==> src/rtl/memwait_pkg.sv <==
package memwait_pkg;

  localparam int ADDR_W = 24;

  // Where a region's stall length comes from
  typedef enum logic [1:0] {
    WS_FIXED = 2'd0,
    WS_FLASH = 2'd1,
    WS_SLOW  = 2'd2
  } ws_src_e;

  typedef struct packed {
    ws_src_e    src;
    logic [3:0] rd_fix;
    logic [3:0] wr_fix;
    logic       wr_bad;
    logic       rd_zero;
    logic       fold_on;
    logic [3:0] fold_lg;
    logic       ram_mirror;
  } region_t;

  // log2 of alias period for the ten peripheral windows at 0xF0..0xF9
  function automatic logic [3:0] fwin_fold_lg(input logic [3:0] idx);
    case (idx)
      4'd0, 4'd2, 4'd7:        return 4'd8;
      4'd1:                    return 4'd5;
      4'd3, 4'd5, 4'd8, 4'd9:  return 4'd7;
      4'd4, 4'd6:              return 4'd12;
      default:                 return 4'd0;
    endcase
  endfunction

  function automatic region_t region_lookup(input logic [7:0] hi, input logic win_map);
    region_t r;
    r = '{src: WS_FIXED, rd_fix: 4'd1, wr_fix: 4'd1, wr_bad: 1'b0, rd_zero: 1'b0,
          fold_on: 1'b0, fold_lg: 4'd0, ram_mirror: 1'b0};
    if (hi < 8'h40) begin
      r.src    = WS_FLASH;
      r.wr_bad = 1'b1;
    end else if (hi < 8'h80) begin
      r.src    = win_map ? WS_FLASH : WS_SLOW;
      r.wr_bad = 1'b1;
    end else if (hi < 8'hD0) begin
      r.src = WS_SLOW;
    end else if (hi < 8'hE0) begin
      r.rd_fix     = 4'd3;
      r.wr_fix     = 4'd1;
      r.ram_mirror = 1'b1;
    end else if (hi == 8'hE0) begin
      r.fold_on = 1'b1;
      r.fold_lg = 4'd8;
    end else if (hi == 8'hE1) begin
      r.rd_zero = 1'b1;
    end else if (hi == 8'hE2) begin
      r.rd_fix  = 4'd3;
      r.wr_fix  = 4'd3;
      r.fold_on = 1'b1;
      r.fold_lg = 4'd9;
    end else if (hi == 8'hE3) begin
      r.rd_fix = 4'd2;
      r.wr_fix = 4'd1;
    end else if (hi < 8'hF0) begin
      r.rd_zero = 1'b1;
    end else if (hi < 8'hFA) begin
      r.rd_fix  = 4'd2;
      r.wr_fix  = 4'd2;
      r.fold_on = 1'b1;
      r.fold_lg = fwin_fold_lg(hi[3:0]);
    end else if (hi < 8'hFF) begin
      r.rd_fix  = 4'd2;
      r.wr_fix  = 4'd2;
      r.rd_zero = 1'b1;
    end else begin
      r.rd_zero = 1'b1;
    end
    return r;
  endfunction

endpackage

==> src/rtl/memwait_cfg.sv <==
module memwait_cfg #(
  parameter int CFG_W     = 8,
  parameter int EXTRA_RST = 4
) (
  input  logic             clk,
  input  logic             rst,
  input  logic             cfg_we,
  input  logic             cfg_sel,
  input  logic [CFG_W-1:0] cfg_wdata,
  output logic [CFG_W-1:0] cfg_rdata,
  output logic [CFG_W-1:0] flash_extra,
  output logic             win_map
);

  logic [CFG_W-1:0] extra_q;
  logic             map_q;

  always_ff @(posedge clk) begin
    if (rst) begin
      extra_q <= CFG_W'(EXTRA_RST);
      map_q   <= 1'b0;
    end else if (cfg_we) begin
      if (cfg_sel) map_q   <= cfg_wdata[0];
      else         extra_q <= cfg_wdata;
    end
  end

  always_comb begin
    cfg_rdata = cfg_sel ? {{(CFG_W-1){1'b0}}, map_q} : extra_q;
  end

  assign flash_extra = extra_q;
  assign win_map     = map_q;

  // registers only move on a write strobe
  assert_cfg_hold_R10: assert property (@(posedge clk) disable iff (rst)
    !cfg_we |=> ($stable(extra_q) && $stable(map_q)));

endmodule

==> src/rtl/memwait_decode.sv <==
module memwait_decode
  import memwait_pkg::*;
#(
  parameter int WS_W       = 9,
  parameter int CFG_W      = 8,
  parameter int FLASH_BASE = 5,
  parameter int SLOW_WS    = 257
) (
  input  logic [ADDR_W-1:0] addr,
  input  logic              write,
  input  logic              win_map,
  input  logic [CFG_W-1:0]  flash_extra,
  output logic [WS_W-1:0]   ws,
  output logic              fault,
  output logic              rd_zero,
  output logic [ADDR_W-1:0] tgt_addr
);

  localparam int LOW_W = 16;

  region_t          reg_info;
  logic [LOW_W-1:0] fold_mask;

  always_comb reg_info = region_lookup(addr[ADDR_W-1:LOW_W], win_map);

  // Build the alias mask bit by bit from the period exponent
  genvar gi;
  generate
    for (gi = 0; gi < LOW_W; gi++) begin : g_mask
      assign fold_mask[gi] = !reg_info.fold_on || (gi < int'(reg_info.fold_lg));
    end
  endgenerate

  always_comb begin
    case (reg_info.src)
      WS_FLASH: ws = WS_W'(FLASH_BASE) + WS_W'(flash_extra);
      WS_SLOW:  ws = WS_W'(SLOW_WS);
      default:  ws = write ? WS_W'(reg_info.wr_fix) : WS_W'(reg_info.rd_fix);
    endcase
    fault   = write && reg_info.wr_bad;
    rd_zero = reg_info.rd_zero;
    tgt_addr = {addr[ADDR_W-1:LOW_W], addr[LOW_W-1:0] & fold_mask};
    if (reg_info.ram_mirror) tgt_addr[19] = 1'b0;
  end

endmodule

==> src/rtl/memwait_seq.sv <==
module memwait_seq #(
  parameter int WS_W   = 9,
  parameter int ADDR_W = 24
) (
  input  logic              clk,
  input  logic              rst,
  input  logic              req_valid,
  input  logic              req_write,
  input  logic [ADDR_W-1:0] req_addr,
  input  logic [WS_W-1:0]   dec_ws,
  input  logic              dec_fault,
  input  logic              dec_zero,
  input  logic [ADDR_W-1:0] dec_addr,
  output logic              ready,
  output logic              done,
  output logic              wr_stb,
  output logic [ADDR_W-1:0] acc_addr,
  output logic              rd_zero,
  output logic              fault,
  output logic [ADDR_W-1:0] fault_addr
);

  logic              ready_q, done_q, wstb_q, wr_q, zero_q, flt_q;
  logic [WS_W-1:0]   cnt_q;
  logic [ADDR_W-1:0] addr_q, faddr_q;

  always_ff @(posedge clk) begin
    if (rst) begin
      ready_q <= 1'b1;
      cnt_q   <= '0;
      done_q  <= 1'b0;
      wstb_q  <= 1'b0;
      wr_q    <= 1'b0;
      zero_q  <= 1'b0;
      flt_q   <= 1'b0;
      addr_q  <= '0;
      faddr_q <= '0;
    end else begin
      done_q <= 1'b0;
      wstb_q <= 1'b0;
      flt_q  <= 1'b0;
      if (ready_q) begin
        if (req_valid) begin
          if (dec_fault) begin
            flt_q   <= 1'b1;
            faddr_q <= req_addr;
          end else begin
            addr_q <= dec_addr;
            wr_q   <= req_write;
            zero_q <= dec_zero && !req_write;
            if (dec_ws == '0) begin
              done_q <= 1'b1;
              wstb_q <= req_write;
            end else begin
              ready_q <= 1'b0;
              cnt_q   <= dec_ws - WS_W'(1);
            end
          end
        end
      end else if (cnt_q == '0) begin
        ready_q <= 1'b1;
        done_q  <= 1'b1;
        wstb_q  <= wr_q;
      end else begin
        cnt_q <= cnt_q - WS_W'(1);
      end
    end
  end

  assign ready      = ready_q;
  assign done       = done_q;
  assign wr_stb     = wstb_q;
  assign acc_addr   = addr_q;
  assign rd_zero    = zero_q;
  assign fault      = flt_q;
  assign fault_addr = faddr_q;

  // completion always coincides with the bus being ready again
  assert_done_ready_R9: assert property (@(posedge clk) disable iff (rst)
    done_q |-> ready_q);
  // ready only returns through a completion
  assert_ready_rise_R9: assert property (@(posedge clk) disable iff (rst)
    $rose(ready_q) |-> done_q);
  // a stall only starts from a presented request
  assert_stall_start_R9: assert property (@(posedge clk) disable iff (rst)
    $fell(ready_q) |-> $past(req_valid));
  // write strobe only accompanies completion
  assert_wrstb_done_R9: assert property (@(posedge clk) disable iff (rst)
    wstb_q |-> done_q);
  // target address holds while stalled
  assert_addr_hold_R9: assert property (@(posedge clk) disable iff (rst)
    (!ready_q && $past(!ready_q)) |-> $stable(addr_q));
  // faults come from writes in the low half, never stall or complete
  assert_fault_low_R2: assert property (@(posedge clk) disable iff (rst)
    flt_q |-> (!faddr_q[ADDR_W-1] && $past(req_write) && ready_q && !done_q));
  // the fault is a single-cycle pulse
  assert_fault_pulse_R2: assert property (@(posedge clk) disable iff (rst)
    flt_q |=> !flt_q);

endmodule

==> src/rtl/memwait_ctrl.sv <==
module memwait_ctrl #(
  parameter int WS_W       = 9,
  parameter int CFG_W      = 8,
  parameter int FLASH_BASE = 5,
  parameter int SLOW_WS    = 257,
  parameter int EXTRA_RST  = 4
) (
  input  logic                           clk,
  input  logic                           rst,
  input  logic                           req_valid,
  input  logic                           req_write,
  input  logic [memwait_pkg::ADDR_W-1:0] req_addr,
  output logic                           req_ready,
  output logic                           acc_done,
  output logic                           acc_wr_stb,
  output logic [memwait_pkg::ADDR_W-1:0] acc_addr,
  output logic                           acc_rd_zero,
  output logic                           fault_pulse,
  output logic [memwait_pkg::ADDR_W-1:0] fault_addr,
  input  logic                           cfg_we,
  input  logic                           cfg_sel,
  input  logic [CFG_W-1:0]               cfg_wdata,
  output logic [CFG_W-1:0]               cfg_rdata
);

  localparam int AW = memwait_pkg::ADDR_W;

  logic [CFG_W-1:0] flash_extra;
  logic             win_map;
  logic [WS_W-1:0]  dec_ws;
  logic             dec_fault, dec_zero;
  logic [AW-1:0]    dec_addr;

  memwait_cfg #(.CFG_W(CFG_W), .EXTRA_RST(EXTRA_RST)) u_cfg (
    .clk(clk), .rst(rst), .cfg_we(cfg_we), .cfg_sel(cfg_sel),
    .cfg_wdata(cfg_wdata), .cfg_rdata(cfg_rdata),
    .flash_extra(flash_extra), .win_map(win_map)
  );

  memwait_decode #(.WS_W(WS_W), .CFG_W(CFG_W), .FLASH_BASE(FLASH_BASE),
                   .SLOW_WS(SLOW_WS)) u_dec (
    .addr(req_addr), .write(req_write), .win_map(win_map),
    .flash_extra(flash_extra), .ws(dec_ws), .fault(dec_fault),
    .rd_zero(dec_zero), .tgt_addr(dec_addr)
  );

  memwait_seq #(.WS_W(WS_W), .ADDR_W(AW)) u_seq (
    .clk(clk), .rst(rst), .req_valid(req_valid), .req_write(req_write),
    .req_addr(req_addr), .dec_ws(dec_ws), .dec_fault(dec_fault),
    .dec_zero(dec_zero), .dec_addr(dec_addr), .ready(req_ready),
    .done(acc_done), .wr_stb(acc_wr_stb), .acc_addr(acc_addr),
    .rd_zero(acc_rd_zero), .fault(fault_pulse), .fault_addr(fault_addr)
  );

endmodule

==> config.mk <==
export PLATFORM = sky130hd
export DESIGN_NAME = memwait_ctrl
export DESIGN_NICKNAME = d
export VERILOG_FILES = /design/src/rtl/memwait_pkg.sv /design/src/rtl/memwait_cfg.sv /design/src/rtl/memwait_decode.sv /design/src/rtl/memwait_seq.sv /design/src/rtl/memwait_ctrl.sv
export SDC_FILE = /design/constraint.sdc
export NUM_CORES = 1
export LEC_CHECK = 0
export BUFFER_PORTS_ARGS = -buffer_cell sky130_fd_sc_hd__clkbuf_2
export CAP_MARGIN = 5
export CORE_UTILIZATION = 45
export CTS_CLUSTER_DIAMETER = 80
export DETAILED_ROUTE_END_ITERATION = 8
export PLACE_DENSITY = 0.79
export SYNTH_ARGS = -nofsm -noshare
export SYNTH_HDL_FRONTEND = slang
export SYNTH_SLANG_ARGS = --single-unit
export TNS_END_PERCENT = 20
==> constraint.sdc <==
create_clock -name clk -period 3.6 [get_ports clk]
set_clock_uncertainty 0.2 [all_clocks]
set_input_delay 0.72 -clock clk [delete_from_list [all_inputs] [get_ports clk]]
set_output_delay 0.72 -clock clk [all_outputs]
set_load 0.02 [all_outputs]
==> results.ini <==
[outcome]
status = finished, final reports clean

[timing]
fin_crit_sh_pct = 90.5
rsz0062_at_grt = no
post-route-min-period_ns = 3.26
relSlewSlack_pct = 31.0
setup_viol_count_final = 0
slew_at_the_pin_closest_to_its_max_slew_limit_ns = 1.03
hold_viol = 0
slew_viol_final = 0
achievable-frequency_mhz = 307

[clock_network]
postCtsHoldBufs = 0
cts_inserted_buffers = 9
post_cts_buffers = 0
postCtsResizedCells = 0
path_clk_slew_ns = 0.08
clkLatencyLatePin_ns = 0.35
clockBufferDepth = 2
deepest_level_of_the_cts_h_tree = 3
clock-root-buffer = clkbuf_8
cts_tree = yes
cts.sinks = 72

[setup_path]
cp_max_fo = 8
setup.worst_path.start_class = input port
worst_ep_required_time_ns = 3.61
criticalPathCategory = in -> reg
worst_ep_arrival_ns = 3.27
cp-end-kind = register

[synth]
synth_top_area_cell = dfxtp_1
async_flop_share_pct = 0
synth-edff-count = 0
synth_seq_cells = 72
syn_avg_cell_area_sq_um = 7.71
dominantRegCellSynth = dfxtp_1
synth_cell_types = 68
synth-warning-count = 0
synth.yosys.seq_area_share_pct = 40.4
yosys_top_cell_area_share_pct = 40.4
syn-cell-area_sq_um = 3560
post_synth_main_area_contributors = dfxtp_1 40%, nand2_1 11%, a21oi_1 8.3%
synth_nets = 504
synth_cells = 462

[flow_run]
drv.max_cap_violation_count = 0

[detailed_routing]
detail_route.iter0.violations = 142
wire_per_inst_microns = 14.2
detailedRoute.firstPassIterationCount = 5
detail_route.vias_per_cell = 5.40
route.antenna.remaining_nets = 0
via_count = 3556
wl_mm = 9.31
post_route_drc_violation_count = 0

[finish]
layout_common_cells = 105 x nand2_1, 98 x clkbuf_2, 72 x dfxtp_1
finish.net_count = 593
final_layout_size_suffix_gt1_share_pct = 25.9
area_growth_pct = 22.2
final_core_utilization_pct = 56.6
layout_commonest_cell = nand2_1
antenna_cells_inserted = 0

[placement]
dp.final_hpwl_mm = 6.78
port_buffers = 98
place_congestion = 0.890

[floorplanning]
core-area_sq_um = 7690
die_footprint_sq_um = 8280
fp.dieW_microns = 91.0
top_level_ports = 99
initial_core_util_pct = 46.4
fp-row-count = 32
die-height_microns = 91.0

[worst_hold_path]
path_category_of_the_worst_min_delay_check = reg -> reg

[power]
design_power_total_uw = 2060
irDropWorstVdd_mv = 0.253
p_per_area_nw_per_um2 = 472
leakagePower_uw = 0.00185

[global_route]
grt_first_pass_wirelength_mm = 15.6
overflow = 0
globalRouteTotalUtil_pct = 23.1
grt_pass1_vias = 3262
antenna_violations_before_repair = 0
grt_start_max_net_pins = 65

## final timing paths
kind / startpoint / to / slack, ns / cells past startpoint
worst max-delay path: req_addr[20] / u_seq.cnt_q[4] / 0.34 / 11
worst min-delay path: u_seq.acc_addr[2] / u_seq.acc_addr[2] / 0.25 / 2
worst max register to register: u_cfg.win_map / u_seq.cnt_q[4] / 0.53 / 11
worst min register to register: u_seq.acc_addr[2] / u_seq.acc_addr[2] / 0.25 / 2
## stage by stage
stage / TNS (ns) / worst slack, ns / cells / area, sq um / hold WS [ns]
floorplan: 0 / 0.0554 / 462 / 3560 / 0.231
global placement: 0 / 0.0656 / 642 / 4140 / 0.240
detailed placement: -0.00540 / -0.00540 / 642 / 4140 / 0.246
CTS: 0 / 0.377 / 658 / 4350 / 0.258
global route: 0 / 0.121 / 658 / 4350 / 0.279
finish: 0 / 0.342 / 658 / 4350 / 0.254
## cell families (layout without fill, tap and decap cells)
family / count (synthesis) / count (layout) / share of synthesized area, %
buffers and inverters: 48 / 142 / 5.65
DFF: 72 / 72 / 40.4
AOI/OAI and AO/OA: 123 / 123 / 22.3
muxes: 5 / 5 / 1.44
and+or+nand+nor: 200 / 200 / 26.3
adders and majority gates: 4 / 4 / 1.40
xor gates and xnor gates: 10 / 10 / 2.46
## sequential cells by signal (all words and copies together) (netlist names)
register	cells
u_seq.fault	1
u_seq.rd_zero	1
u_seq.ready	1
u_seq.acc_addr	24
u_seq.fault_addr	24
u_cfg.flash_extra	8
u_seq.wr_q	1
u_cfg.win_map	1
u_seq.done	1
u_seq.cnt_q	9
u_seq.wr_stb	1
## per-layer routing
layer  track usage, %  share of wire (%)
met2             38.1                 49
met5                0                  0
met4             7.54                1.4
met3             5.95                7.0
met1             29.5                 42
## synth_stat cells, types with 2 or more instances
master,number
a211o_1,2
a211oi_1,4
a21o_1,5
a21oi_1,59
a22oi_1,9
a31o_2,2
a31oi_1,5
a32oi_1,2
and3_1,2
and4_1,2
buf_1,4
buf_2,7
clkbuf_1,21
dfxtp_1,72
ha_1,4
inv_1,13
mux2i_1,4
nand2_1,105
nand2b_1,8
nand3_1,18
nand4_1,2
nor2_1,32
nor2b_1,11
nor3_1,5
o211a_1,2
o211ai_1,2
o21a_1,2
o21ai_0,7
o22ai_1,2
o31ai_1,2
or4_1,2
xnor2_1,7
xor2_1,3
## power by group
part,internal [uW],switching (uW),total (uW)
logic,190,292,483
clock network,347,325,673
registers,854,46.6,901
## worst max-delay path, cell delays in order
cell and delay [ns]:
clkbuf_2 0.11, o211a_1 0.23, or2_2 0.29, ha_1 0.40
and3b_1 0.26, a222oi_1 0.42, ha_1 0.39, nand3_1 0.13
xnor2_1 0.14, mux2i_1 0.14, nor2_1 0.05
## final cells by class
type,count,area [sq um]
sequential,72,1440
clock buffer,10,138
multi-input combinational,342,1920
clock inverter,6,72.6
tap,102,128
inverter,13,48.8
fill,734,3330
timing repair buffer,113,603
No activity file was read; power rests on OpenSTA's default activity.
